## config.mk

```make
export PLATFORM = sky130hd
export DESIGN_NAME = acc_cycle_ctrl
export DESIGN_NICKNAME = d
export VERILOG_FILES = /design/src/rtl/acc_cycle_pkg.sv /design/src/rtl/acc_cycle_fsm.sv /design/src/rtl/acc_cycle_regs.sv /design/src/rtl/acc_cycle_psw.sv /design/src/rtl/acc_cycle_ctrl.sv
export SDC_FILE = /design/constraint.sdc
export NUM_CORES = 1
export LEC_CHECK = 0
export BUFFER_PORTS_ARGS = -buffer_cell sky130_fd_sc_hd__buf_2
export CORE_UTILIZATION = 39
export DETAILED_ROUTE_END_ITERATION = 10
export SKIP_CTS_REPAIR_TIMING = 1
export SLEW_MARGIN = 15
export SYNTH_ARGS = -nofsm -noshare
export SYNTH_HDL_FRONTEND = slang
export SYNTH_SLANG_ARGS = --single-unit
```

## constraint.sdc

```tcl
create_clock -name clk -period 8.08 [get_ports clk]
set_clock_uncertainty 0.15 [all_clocks]
set_input_delay 2.424 -clock clk [delete_from_list [all_inputs] [get_ports clk]]
set_output_delay 2.424 -clock clk [all_outputs]
set_load 0.005 [all_outputs]
```

## src/rtl/acc_cycle_pkg.sv

```systemverilog
package acc_cycle_pkg;
  localparam int WORD_W = 16;
  localparam int ADDR_W = 12;
  localparam int OP_W   = 3;
  localparam int IND_BIT = ADDR_W;

  localparam logic [OP_W-1:0] OP_LOAD  = 3'd0;
  localparam logic [OP_W-1:0] OP_STORE = 3'd1;
  localparam logic [OP_W-1:0] OP_ADD   = 3'd2;
  localparam logic [OP_W-1:0] OP_JZ    = 3'd3;
  localparam logic [OP_W-1:0] OP_RTI   = 3'd4;

  typedef enum logic [4:0] {
    S_F_MAR, S_F_RD, S_F_WT, S_F_IR,
    S_I_MAR, S_I_RD, S_I_WT,
    S_X_DEC, S_X_RD, S_X_WT, S_X_ALU, S_X_WR,
    S_R_RD, S_R_WT, S_R_PC,
    S_N_SAVE, S_N_MAR, S_N_WR, S_N_VEC
  } state_t;

  typedef struct packed {
    logic n;
    logic z;
    logic c;
    logic v;
  } flags_t;

  function automatic logic [WORD_W:0] add_wide(input logic [WORD_W-1:0] a,
                                               input logic [WORD_W-1:0] b);
    return {1'b0, a} + {1'b0, b};
  endfunction

  function automatic flags_t flags_of_add(input logic [WORD_W-1:0] a,
                                          input logic [WORD_W-1:0] b);
    logic [WORD_W:0] s;
    flags_t f;
    s   = add_wide(a, b);
    f.n = s[WORD_W-1];
    f.z = (s[WORD_W-1:0] == '0);
    f.c = s[WORD_W];
    f.v = (a[WORD_W-1] == b[WORD_W-1]) && (s[WORD_W-1] != a[WORD_W-1]);
    return f;
  endfunction

  function automatic flags_t flags_of_load(input logic [WORD_W-1:0] d);
    flags_t f;
    f.n = d[WORD_W-1];
    f.z = (d == '0);
    f.c = 1'b0;
    f.v = 1'b0;
    return f;
  endfunction
endpackage

```

## src/rtl/acc_cycle_fsm.sv

```systemverilog
module acc_cycle_fsm
  import acc_cycle_pkg::*;
(
  input  logic            clk,
  input  logic            rst_n,
  input  logic            irq,
  input  logic            ie,
  input  logic            mbr_ind,
  input  logic [OP_W-1:0] ir_op,
  output state_t          state_q,
  output logic            exec_done
);
  state_t state_d;

  always_comb begin
    exec_done = 1'b0;
    unique case (state_q)
      S_X_DEC:  exec_done = (ir_op != OP_LOAD) && (ir_op != OP_ADD) &&
                            (ir_op != OP_STORE) && (ir_op != OP_RTI);
      S_X_ALU,
      S_X_WR,
      S_R_PC:   exec_done = 1'b1;
      default:  exec_done = 1'b0;
    endcase
  end

  always_comb begin
    state_d = state_q;
    if (exec_done) begin
      state_d = (irq && ie) ? S_N_SAVE : S_F_MAR;
    end else begin
      unique case (state_q)
        S_F_MAR:  state_d = S_F_RD;
        S_F_RD:   state_d = S_F_WT;
        S_F_WT:   state_d = S_F_IR;
        S_F_IR:   state_d = mbr_ind ? S_I_MAR : S_X_DEC;
        S_I_MAR:  state_d = S_I_RD;
        S_I_RD:   state_d = S_I_WT;
        S_I_WT:   state_d = S_X_DEC;
        S_X_DEC: begin
          if (ir_op == OP_STORE)    state_d = S_X_WR;
          else if (ir_op == OP_RTI) state_d = S_R_RD;
          else                      state_d = S_X_RD;
        end
        S_X_RD:   state_d = S_X_WT;
        S_X_WT:   state_d = S_X_ALU;
        S_R_RD:   state_d = S_R_WT;
        S_R_WT:   state_d = S_R_PC;
        S_N_SAVE: state_d = S_N_MAR;
        S_N_MAR:  state_d = S_N_WR;
        S_N_WR:   state_d = S_N_VEC;
        S_N_VEC:  state_d = S_F_MAR;
        default:  state_d = S_F_MAR;
      endcase
    end
  end

  always_ff @(posedge clk or negedge rst_n) begin
    if (!rst_n) state_q <= S_F_MAR;
    else        state_q <= state_d;
  end
endmodule

```

## src/rtl/acc_cycle_regs.sv

```systemverilog
module acc_cycle_regs
  import acc_cycle_pkg::*;
#(
  parameter logic [ADDR_W-1:0] RESET_PC     = '0,
  parameter logic [ADDR_W-1:0] STACK_TOP    = '1,
  parameter logic [ADDR_W-1:0] HANDLER_ADDR = '0
) (
  input  logic              clk,
  input  logic              rst_n,
  input  state_t            state_q,
  input  logic              zero_flag,
  input  logic [WORD_W-1:0] mem_rdata,
  output logic [ADDR_W-1:0] pc_q,
  output logic [ADDR_W-1:0] mar_q,
  output logic [WORD_W-1:0] mbr_q,
  output logic [OP_W-1:0]   ir_op_q,
  output logic [WORD_W-1:0] acc_q,
  output logic [ADDR_W-1:0] sp_q
);
  localparam int PAD_W = WORD_W - ADDR_W;

  logic [ADDR_W-1:0] ea;
  logic [WORD_W:0]   sum;
  assign ea  = mbr_q[ADDR_W-1:0];
  assign sum = add_wide(acc_q, mbr_q);

  always_ff @(posedge clk or negedge rst_n) begin
    if (!rst_n) begin
      pc_q    <= RESET_PC;
      mar_q   <= '0;
      mbr_q   <= '0;
      ir_op_q <= '0;
      acc_q   <= '0;
      sp_q    <= STACK_TOP;
    end else begin
      unique case (state_q)
        S_F_MAR: mar_q <= pc_q;
        S_F_RD:  pc_q  <= pc_q + 1'b1;
        S_F_WT,
        S_I_WT,
        S_X_WT,
        S_R_WT:  mbr_q <= mem_rdata;
        S_F_IR:  ir_op_q <= mbr_q[WORD_W-1 -: OP_W];
        S_I_MAR: mar_q <= ea;
        S_X_DEC: begin
          unique case (ir_op_q)
            OP_LOAD, OP_ADD: mar_q <= ea;
            OP_STORE: begin
              mar_q <= ea;
              mbr_q <= acc_q;
            end
            OP_JZ:   if (zero_flag) pc_q <= ea;
            OP_RTI:  mar_q <= sp_q;
            default: ;
          endcase
        end
        S_X_ALU: acc_q <= (ir_op_q == OP_ADD) ? sum[WORD_W-1:0] : mbr_q;
        S_R_PC: begin
          pc_q <= ea;
          sp_q <= sp_q + 1'b1;
        end
        S_N_SAVE: begin
          mbr_q <= {{PAD_W{1'b0}}, pc_q};
          sp_q  <= sp_q - 1'b1;
        end
        S_N_MAR: mar_q <= sp_q;
        S_N_VEC: pc_q  <= HANDLER_ADDR;
        default: ;
      endcase
    end
  end
endmodule

```

## src/rtl/acc_cycle_psw.sv

```systemverilog
module acc_cycle_psw
  import acc_cycle_pkg::*;
(
  input  logic              clk,
  input  logic              rst_n,
  input  state_t            state_q,
  input  logic [OP_W-1:0]   ir_op,
  input  logic [WORD_W-1:0] acc,
  input  logic [WORD_W-1:0] mbr,
  output flags_t            flags_q,
  output logic              ie_q,
  output logic              sup_q
);
  always_ff @(posedge clk or negedge rst_n) begin
    if (!rst_n) begin
      flags_q <= '0;
      ie_q    <= 1'b1;
      sup_q   <= 1'b0;
    end else begin
      unique case (state_q)
        S_X_ALU: flags_q <= (ir_op == OP_ADD) ? flags_of_add(acc, mbr)
                                              : flags_of_load(mbr);
        S_N_SAVE: begin
          ie_q  <= 1'b0;
          sup_q <= 1'b1;
        end
        S_R_PC: begin
          ie_q  <= 1'b1;
          sup_q <= 1'b0;
        end
        default: ;
      endcase
    end
  end
endmodule

```

## src/rtl/acc_cycle_ctrl.sv

```systemverilog
module acc_cycle_ctrl
  import acc_cycle_pkg::*;
#(
  parameter logic [ADDR_W-1:0] RESET_PC     = 12'h000,
  parameter logic [ADDR_W-1:0] STACK_TOP    = 12'hF00,
  parameter logic [ADDR_W-1:0] HANDLER_ADDR = 12'h100
) (
  input  logic              clk,
  input  logic              rst_n,
  input  logic              irq,
  output logic [ADDR_W-1:0] mem_addr,
  output logic              mem_rd,
  output logic              mem_wr,
  output logic [WORD_W-1:0] mem_wdata,
  input  logic [WORD_W-1:0] mem_rdata,
  output logic              sup_mode
);
  state_t            state_q;
  logic              exec_done;
  logic [ADDR_W-1:0] pc_q, mar_q, sp_q;
  logic [WORD_W-1:0] mbr_q, acc_q;
  logic [OP_W-1:0]   ir_op_q;
  flags_t            flags_q;
  logic              ie_q, sup_q;

  // named events for the checker
  logic fetch_req, int_save, rti_done, exec_jz;
  assign fetch_req = (state_q == S_F_RD);
  assign int_save  = (state_q == S_N_SAVE);
  assign rti_done  = (state_q == S_R_PC);
  assign exec_jz   = (state_q == S_X_DEC) && (ir_op_q == OP_JZ);

  acc_cycle_fsm fsm_i (
    .clk(clk), .rst_n(rst_n), .irq(irq), .ie(ie_q),
    .mbr_ind(mbr_q[IND_BIT]), .ir_op(ir_op_q),
    .state_q(state_q), .exec_done(exec_done)
  );

  acc_cycle_regs #(
    .RESET_PC(RESET_PC), .STACK_TOP(STACK_TOP), .HANDLER_ADDR(HANDLER_ADDR)
  ) regs_i (
    .clk(clk), .rst_n(rst_n), .state_q(state_q), .zero_flag(flags_q.z),
    .mem_rdata(mem_rdata), .pc_q(pc_q), .mar_q(mar_q), .mbr_q(mbr_q),
    .ir_op_q(ir_op_q), .acc_q(acc_q), .sp_q(sp_q)
  );

  acc_cycle_psw psw_i (
    .clk(clk), .rst_n(rst_n), .state_q(state_q), .ir_op(ir_op_q),
    .acc(acc_q), .mbr(mbr_q), .flags_q(flags_q), .ie_q(ie_q), .sup_q(sup_q)
  );

  assign mem_addr  = mar_q;
  assign mem_wdata = mbr_q;
  assign mem_rd    = (state_q == S_F_RD) || (state_q == S_I_RD) ||
                     (state_q == S_X_RD) || (state_q == S_R_RD);
  assign mem_wr    = (state_q == S_X_WR) || (state_q == S_N_WR);
  assign sup_mode  = sup_q;
endmodule

```

==> flow_summary_export.csv <==
group,metric,value,unit
floorplanning,die_h,118,um
placed_design,port_buffers,49,
grt,grt_pass1_vias,4617,
cts,clk_latency,0.35,ns
final_layout,layout-drive-gt1-share,0.138,
critical_path,required,5.51,ns
sta,max_freq,208,MHz
critical_path,r2r-end,"regs_i.sp_q[10]$_DFFE_PN1P_",
synthesis,synth_area,5270,um2
synthesis,synth_edf_count,0,
floorplanning,io_pins,50,
critical_path,worstPathCellList,"inv_1 -> and3_1 -> a21oi_1 -> nor3_1 -> buf_2",
floorplanning,core-area,13200,um2
synthesis,yosys.area.top_type,"dfrtp_1",
placed_design,gp_congestion,0.883,
cts,clkSinkCount,79,
critical_path,cp_max_fo,32,
synthesis,ys.flop_type,"dfrtp_1",
drt,first_pass_iters,5,
power_and_ir_drop,ir_drop,0.213,mV
status,outcome,"finished, final reports clean",
drt,drt_iter0_markers,300,
sta,drv_slew,0,
power_and_ir_drop,totalPowerFinal,2.78,mW
critical_path,end_kind,"primary output",
sta,layout_min_cycle_time,4.81,ns
floorplanning,start_util,0.400,
synthesis,synth_top_area_share,0.351,
min_path,min_to,"psw_i.sup_q$_DFFE_PN0P_",
sta,hold_violations,0,
sta,rsz0062_at_grt,"no",
final_layout,areaGrowthSynthToFinish,12.8,%
critical_path,r2r-start,"fsm_i.state_q[3]$_DFF_PN0_",
sta,fin_crit_sh,0.595,
final_layout,fin_util,0.451,
grt,antenna_found_initial,0,
synthesis,syn_inst,620,
sta,slew_headroom,0.173,
grt,grt_max_degree,80,
cts,cts_buffers,9,
drt,ant_nets,0,
grt,grt_first_pass_wirelength,23900,um
run,cap_violations,0,
min_path,hold_class,"reg -> reg",
synthesis,async_flop_share,1.00,
sta,worstMarginPinSlew,1.23,ns
synthesis,ys_ff_latch,79,
drt,vias_per_cell,5.83,
min_path,hp-start,"psw_i.sup_q$_DFFE_PN0P_",
floorplanning,chipWidth,118,um
critical_path,r2r_slack,3.62,ns
critical_path,start_kind,"register",
min_path,holdPathStages,2,
power_and_ir_drop,power_density,468,nW/um2
final_layout,layout.nets,696,
critical_path,critPathKind,"reg -> out",
drt,drc,0,
sta,fin_setup_tns,0,ns
cts,clkTransAtPathRegs,0.06,ns
synthesis,synth_area_per_cell,8.50,um2
grt,grt_usage,0.215,
synthesis,yosys_warnings,0,
synthesis,synth.most_common_cell,"dfrtp_1",
floorplanning,dieArea,14000,um2
sta,holdWs,0.319,ns
synthesis,syn-num-nets,667,
floorplanning,num_rows,42,
placed_design,place_hpwl,10500,um
final_layout,diodes,0,
drt,totalWireLength,14500,um
drt,routed-via-count,4836,
cts,cts_tree,"yes",
grt,gr-total-overflow,0,
sta,setup_viol,0,
critical_path,rr_worst_depth,13,
synthesis,synth_area_leaders,"dfrtp_1, o21ai_0, ha_1",
critical_path,arrival,2.23,ns
cts,htreeDepth,3,
cts,cts_root_buf,"clkbuf_16",
synthesis,yosysSeqAreaShare,0.376,
power_and_ir_drop,p_leak,2.61,nW
cts,cts_buffer_depth,2,
critical_path,slowest_delay,1.03,ns
drt,wl_per_cell,17.5,um
critical_path,slowest_stage,"dfrtp_1",
synthesis,synthTopCellsByCount,"dfrtp_1, nand2_1, o21ai_0",
synthesis,synthDistinctLibCells,61,
## metrics by stage
stage | cell area, um2 | cells | worst slack (ns)
5_1_grt | 5950 | 830 | 3.12
6_report | 5950 | 830 | 3.27
3_3_place_gp | 5640 | 814 | 3.73
3_5_place_dp | 5640 | 814 | 3.62
2_1_floorplan | 5270 | 620 | 4.30
4_1_cts | 5950 | 830 | 3.28
## critical path: cells and delay by family (launching register included)
family                 cells  cell delay (ns)
AO/OA/AOI/OAI              1             0.12
buffers and inverters      2             0.45
flip-flops                 1             1.03
AND/OR/NAND/NOR            2             0.29
## placed cells by master (no fill, tap or decap), types with 3 or more instances in the layout
cell and n:
and3_1 11, clkbuf_16 9, a221oi_1 14, buf_4 5
o21ai_0 70, ha_1 26, xnor2_1 11, o31ai_1 6
dfrtp_1 74, mux2i_1 10, nor4_1 5, o211ai_1 3
a21oi_1 56, or3_1 4, nor3_1 21, a222oi_1 12
o21a_1 4, dfstp_2 5, a211oi_1 8, inv_1 13
nor2_1 53, a31oi_1 5, nor2b_1 7, mux2_2 5
a21boi_0 3, a22oi_1 5, nor3b_1 19, xor2_1 8
nand2b_1 5, nand3_1 12, buf_2 48, nand2_1 72
a21o_1 6
## kinds of logic (layout without fill, tap and decap cells)
| kind of cell | count (synthesis) | in the layout | share of synthesized area |
|---|---|---|---|
| DFF | 79 | 79 | 0.376 |
| AOI/OAI and AO/OA | 210 | 210 | 0.252 |
| xor gates and xnor gates | 19 | 19 | 0.0316 |
| muxes | 15 | 15 | 0.0297 |
| and+or+nand+nor | 220 | 220 | 0.205 |
| adders and majority gates | 28 | 28 | 0.0693 |
| buffers and inverters | 49 | 83 | 0.0363 |
## sequential cells by signal, summed over array words and instances, names as in the netlist
| register | count |
|---|---|
| regs_i.ir_op_q | 3 |
| regs_i.mar_q | 12 |
| regs_i.acc_q | 16 |
| regs_i.pc_q | 12 |
| regs_i.sp_q | 12 |
| psw_i.ie_q | 1 |
| psw_i.flags_q | 1 |
| fsm_i.state_q | 5 |
| regs_i.mbr_q | 16 |
| psw_i.sup_q | 1 |
## layout make-up
class | instances | area, um2
Multi-Input combinational cell | 492 | 3100
Fill cell | 1293 | 7240
Sequential cell | 79 | 1980
Inverter | 14 | 52.6
Tap cell | 176 | 220
Timing Repair Buffer | 53 | 278
Clock buffer | 12 | 256
Clock inverter | 4 | 53.8
## layer usage
metal,GRT usage,routed length [um],part of all wire,up-vias
li1,-,-,-,2352
met1,0.292,6770,0.47,2326
met2,0.345,6760,0.47,138
met3,0.0352,744,0.051,20
met4,0.0793,250,0.017,0
met5,0,0,0,-
## how the worst max path moves through the flow
stage,endpoint,cells past startpoint,startpoint
global route,mem_wr,5,fsm_i.state_q[3]$_DFF_PN0_
detailed placement,regs_i.sp_q[10]$_DFFE_PN1P_,13,fsm_i.state_q[3]$_DFF_PN0_
finish,mem_wr,5,fsm_i.state_q[3]$_DFF_PN0_
floorplan,mem_wr,4,fsm_i.state_q[3]$_DFF_PN0_
global placement,mem_wr,5,fsm_i.state_q[3]$_DFF_PN0_
CTS,mem_wr,5,fsm_i.state_q[3]$_DFF_PN0_
## power by group
group | switching (mW) | total (mW) | internal (mW)
registers | 0.309 | 0.895 | 0.586
logic | 0.841 | 1.46 | 0.623
clock network | 0.167 | 0.424 | 0.257
Note: power is estimated with default switching activity, not from simulation.
